## src/rtl/lvl_irq_agg.sv

```systemverilog
module lvl_irq_agg #(
  parameter int NUM_SRC = 32,
  parameter int AW      = 8
) (
  input  logic               clk,
  input  logic               rst_n,
  input  logic [NUM_SRC-1:0] src_lvl,
  input  logic               bus_sel,
  input  logic               bus_wr,
  input  logic [AW-1:0]      bus_addr,
  input  logic [31:0]        bus_wdata,
  output logic [31:0]        bus_rdata,
  output logic               irq_out
);
  localparam logic [AW-1:0] OFS_ENABLE = AW'(8'h04);
  localparam logic [AW-1:0] OFS_PEND   = AW'(8'h0C);

  logic [NUM_SRC-1:0] enable_q;
  logic [NUM_SRC-1:0] pend_q;
  logic               irq_q;
  logic [31:0]        enable_ext;
  logic [31:0]        pend_ext;

  wire hit_enable = bus_sel && (bus_addr == OFS_ENABLE);
  wire hit_pend   = bus_sel && (bus_addr == OFS_PEND);

  always_ff @(posedge clk) begin
    if (!rst_n) begin
      enable_q <= '0;
      pend_q   <= '0;
      irq_q    <= 1'b0;
    end else begin
      pend_q <= src_lvl;
      irq_q  <= |(enable_q & pend_q);
      if (hit_enable && bus_wr)
        enable_q <= bus_wdata[NUM_SRC-1:0];
    end
  end

  always_comb begin
    enable_ext = '0;
    enable_ext[NUM_SRC-1:0] = enable_q;
    pend_ext = '0;
    pend_ext[NUM_SRC-1:0] = pend_q;
  end

  assign bus_rdata = bus_wr         ? 32'd0      :
                     hit_enable     ? enable_ext :
                     hit_pend       ? pend_ext   : 32'd0;
  assign irq_out = irq_q;
endmodule

```

## config.mk

```make
export PLATFORM = sky130hd
export DESIGN_NAME = lvl_irq_agg
export DESIGN_NICKNAME = d
export VERILOG_FILES = /design/src/rtl/lvl_irq_agg.sv
export SDC_FILE = /design/constraint.sdc
export NUM_CORES = 1
export LEC_CHECK = 0
export BUFFER_PORTS_ARGS = -buffer_cell sky130_fd_sc_hd__buf_2
export CORE_MARGIN = 3
export CORE_UTILIZATION = 50
export DETAILED_ROUTE_END_ITERATION = 6
export PLACE_DENSITY = 0.76
export SLEW_MARGIN = 40
export SYNTH_ARGS = -nofsm -noshare
export SYNTH_HDL_FRONTEND = slang
export SYNTH_SLANG_ARGS = --single-unit
```

## constraint.sdc

```tcl
create_clock -name clk -period 1.6 [get_ports clk]
set_clock_uncertainty 0.2 [all_clocks]
set_input_delay 0.24 -clock clk [delete_from_list [all_inputs] [get_ports clk]]
set_output_delay 0.24 -clock clk [all_outputs]
set_load 0.005 [all_outputs]
```

# Word-level counts from Yosys, hierarchy flattened
# Index checks and enable logic that the tools add are counted.
[classes]
reduce_logical = 4
bitwise_logic = 1
muxes = 3
n_eq_ne = 2
[op_table]
columns = ["operator", "n"]
rows = [
  ["$mux 32", 3],
  ["$and 32x32->32", 1],
  ["$reduce_or 32->1", 1],
  ["$eq 8x3->1 const B", 1],
  ["$eq 8x4->1 const B", 1],
  ["$logic_and 1x1->1", 3],
]
[word_totals]
out_inout_bits = 33
ff_bits = 65
input_bits = 76
elab_cells = 13

# Longest topological paths before layout
[depth]
ltp_word = 5
ltp_mapped = 5
depth_no_buf = 3

# Least setup slack after synthesis
# OpenSTA, ideal clock, no wires.
[synth_timing]
kind = "in2out"
startpoint = "input bus_addr[6]"
endpoint = "output bus_rdata[12]"
slack_ps = -35
required_ps = 1160
stages = 5
n_path_buf = 2
arrival_time_ps = 1195
cell_sequence = "and4bb_2 buf_2 buf_2 nand4_1 a21oi_1"
[synth_between]
elab_chain_len = 5
word_cells_on_any_way = 7
classes_between = "2 x eq/ne; 3 x mux; 2 x reduce/logical"
[synth_lines]
columns = ["element", "line", "text"]
rows = [
  ["start: declaration", "10", "input logic [AW-1:0] bus_addr,"],
  ["$eq 8x4->1", "25", "wire hit_pend = bus_sel && (bus_addr == OFS_PEND);"],
  ["$logic_and 1x1->1", "25", ""],
  ["$mux 32", "49", "hit_pend ? pend_ext : 32'd0;"],
  ["$mux 32 *", "48", "hit_enable ? enable_ext :"],
  ["$mux 32 *", "47", "assign bus_rdata = bus_wr ? 32'd0 :"],
  ["end: declaration", "12", "output logic [31:0] bus_rdata,"],
]
# Mark *: on every way between the ends. The rest lies on a longest branch, timed or not.

# Worst setup path after layout
[layout_timing]
startpoint = "input bus_addr[1]"
endpoint = "output bus_rdata[11]"
# The elaborated chain is that of the path after synthesis.

==> flow_summary_export.csv <==
group,metric,value,unit
status,status,"finished, violations left",
status,violations,"setup timing",
final_layout,syn_to_final_growth,51.9,%
global_route,grt_pass1_vias,3247,
setup_path,cp_slowest_cell,"nor4_4",
timing,fin_crit_sh,1.21,
synth,seq_area_frac_synth,0.410,
timing,setup-tns-final,-10570,ps
detailed_routing,vias,3512,
die,fp.dieW,85.6,um
clock_network,tritoncts,"yes",
synth,synth_fp_nets,428,
detailed_routing,drt-total-wl,10800,um
die,die_y,85.6,um
die,num_io_pins,109,
die,initial_core_util,0.526,
power_and_ir_drop,power_switching_share,0.243,
die,die_area,7340,um2
final_layout,antenna_cells,0,
timing,fin_ws,-341,ps
power_and_ir_drop,p_leak,0.00221,uW
setup_path,worstPathRequired,1160,ps
placed_design,place_congestion,0.810,
setup_path,crit_chain,"buf_6, nor4_4, buf_6, buf_12, clkbuf_16, nand4b_1, a21oi_1, buf_2",
detailed_routing,drcViolationCount,0,
min_path,worstHoldPathType,"input port to flop",
global_route,antenna_found_initial,0,
synth,yosys_register_bits,65,
clock_network,path_clk_slew,70,ps
setup_path,cp_max_fo,5,
clock_network,htree_levels,3,
timing,slew_headroom,0.489,
global_route,grt_max_degree,52,
power_and_ir_drop,power.net_switching,903,uW
clock_network,cts_buffers,9,
global_route,grt_pass1_wl,15900,um
global_route,track_usage,0.273,
setup_path,crit_type,"input port to output port",
timing,drv_slew,0,
final_layout,fin_cells,597,
clock_network,cts_num_sinks,65,
global_route,grt_overflow_total,0,
final_layout,drive_above_1_share,0.297,
synth,synth_cell_types,17,
synth,yosys.area.top_type,"dfxtp_1",
power_and_ir_drop,combPwrFrac,0.121,
synth,yosysTopAreaCellShare,0.410,
power_and_ir_drop,internal_power,2820,uW
placed_design,placed_cells,508,
timing,fmax,515,MHz
power_and_ir_drop,power_density,772,nW/um2
clock_network,cts_max_path_buffers,2,
placed_design,placed_cell_area,3720,um2
final_layout,post-route-util,0.799,
final_layout,fin_area,4820,um2
clock_network,cts_root_buffer,"clkbuf_8",
final_layout,layout.nets,593,
timing,setup_viol,64,
placed_design,portBuffers,108,
synth,avgSynthCellArea,9.01,um2
timing,finalHoldViolations,0,
detailed_routing,vias_per_cell,5.88,
timing,period_minus_slack,1940,ps
detailed_routing,first_pass_iters,5,
clock_network,clk_latency,350,ps
synth,synthTopCellsByArea,"dfxtp_1 (41%), mux2i_1 (10%), nand4b_1 (8.8%), nand2_1 (7.6%), nand4_1 (7.1%)",
synth,synth_area,3170,um2
detailed_routing,wire_per_inst,18.0,um
detailed_routing,drt_iter0_drc,437,
power_and_ir_drop,clkPwrFrac,0.425,
timing,holdWs,24.8,ps
job,drv_cap,0,
power_and_ir_drop,vdd_ir_drop_max,0.693,mV
setup_path,critPathArrivalTime,1500,ps
synth,synth-warning-count,0,
timing,worstMarginPinSlew,766,ps
die,rows,28,
power_and_ir_drop,share_seq_of_total_power,0.454,
setup_path,crit_path_max_incr_delay,270,ps
setup_path,end_kind,"output port",
die,core,6030,um2
timing,rsz0062_at_grt,"yes",
synth,synth_cells,352,
detailed_routing,ant_nets,0,
setup_path,worst_path_most_repeated_cell,"buf_6",
placed_design,hpwl,5790,um
setup_path,start_kind,"input port",
[what timing repair did]
item	in CTS	in global routing
gates cloned	3	3
gates resized for setup	11	5
endpoints found under the setup margin	32	32
hold buffers	63	0
endpoints found under the hold margin	63	0
setup buffers	2	2
pin swaps	11	10
[power groups by stage]
| stage | Combinational [uW] | Clock, uW | Sequential [uW] |
|---|---|---|---|
| 2_1_floorplan | 156 | 0 | 1710 |
| 3_3_place_gp | 273 | 0 | 1720 |
| 3_5_place_dp | 278 | 0 | 1720 |
| 4_1_cts | 416 | 1580 | 1690 |
| 5_1_grt | 484 | 1650 | 1690 |
| 6_report | 449 | 1580 | 1690 |
[logic make-up after synthesis]
family,after synthesis,share of synthesized area
AO/OA/AOI/OAI,49,0.0919
flip-flops,65,0.410
multiplexers,32,0.101
AND/OR/NAND/NOR,167,0.316
buffers and inverters,39,0.0805
[synthesized netlist by cell type, drive strengths merged]
master,instances
dfxtp,65
nand2,64
nand4,36
nand4b,33
a21oi,32
and2,32
mux2i,32
buf,22
clkbuf,17
a22oi,16
and4bb,1
nor4,1
o41a,1
[registers in the layout, indices dropped and copies added, names as in the netlist]
signal and cells:
pend_ext 32, irq_out 1, enable_ext 32
[layout make-up]
cell class | count | area [um2]
clock buffer | 9 | 124
timing repair buffer | 193 | 1560
tap | 75 | 93.8
fill | 381 | 1210
clock inverter | 7 | 100
sequential | 65 | 1300
multi-input combinational | 248 | 1640
[worst paths after layout]
check | from | endpoint | slack, ps | cells after the start
worst max-delay path | bus_addr[1] | bus_rdata[11] | -340 | 8
worst min-delay path | bus_wdata[5] | enable_ext[5] | 20 | 3
worst max register to register | enable_ext[9] | irq_out | 80 | 3
worst min register to register | enable_ext[23] | enable_ext[23] | 290 | 2
[metal layers]
layer,track usage,vias to the layer above,wire length [um]
met5,0,-,0
met4,0.0993,0,385
met3,0.0768,49,970
met2,0.458,233,5210
met1,0.334,1628,4200
li1,-,1602,-
[critical path, delay by kind of cell]
family | cells | cell delay [ps]
compound gates | 1 | 190
simple gates | 2 | 380
buf+inv | 5 | 680
[placed cells by master (no fill, tap or decap)]
cell,count
buf_12,8
buf_6,3
clkbuf_16,3
clkinv_2,1
a21oi_1,26
a22oi_1,16
mux2i_1,32
inv_6,3
and2_1,32
a21oi_2,6
nand4b_1,32
clkbuf_8,9
dfxtp_1,65
buf_2,106
o41a_1,1
dlygate4sd3_1,63
buf_8,2
nand4_1,36
and4bb_2,1
nor4_4,1
nand4b_4,1
bufinv_16,2
nand2_1,64
buf_4,6
buf_16,2
clkinv_4,1
[metrics by stage]
stage | total power (uW) | worst slack [ps]
finish | 3720 | -341
detailed placement | 2000 | -288
global placement | 2000 | -272
CTS | 3680 | -256
floorplan | 1870 | -4.33
global route | 3830 | -396
(Power assumes the default switching activity.)
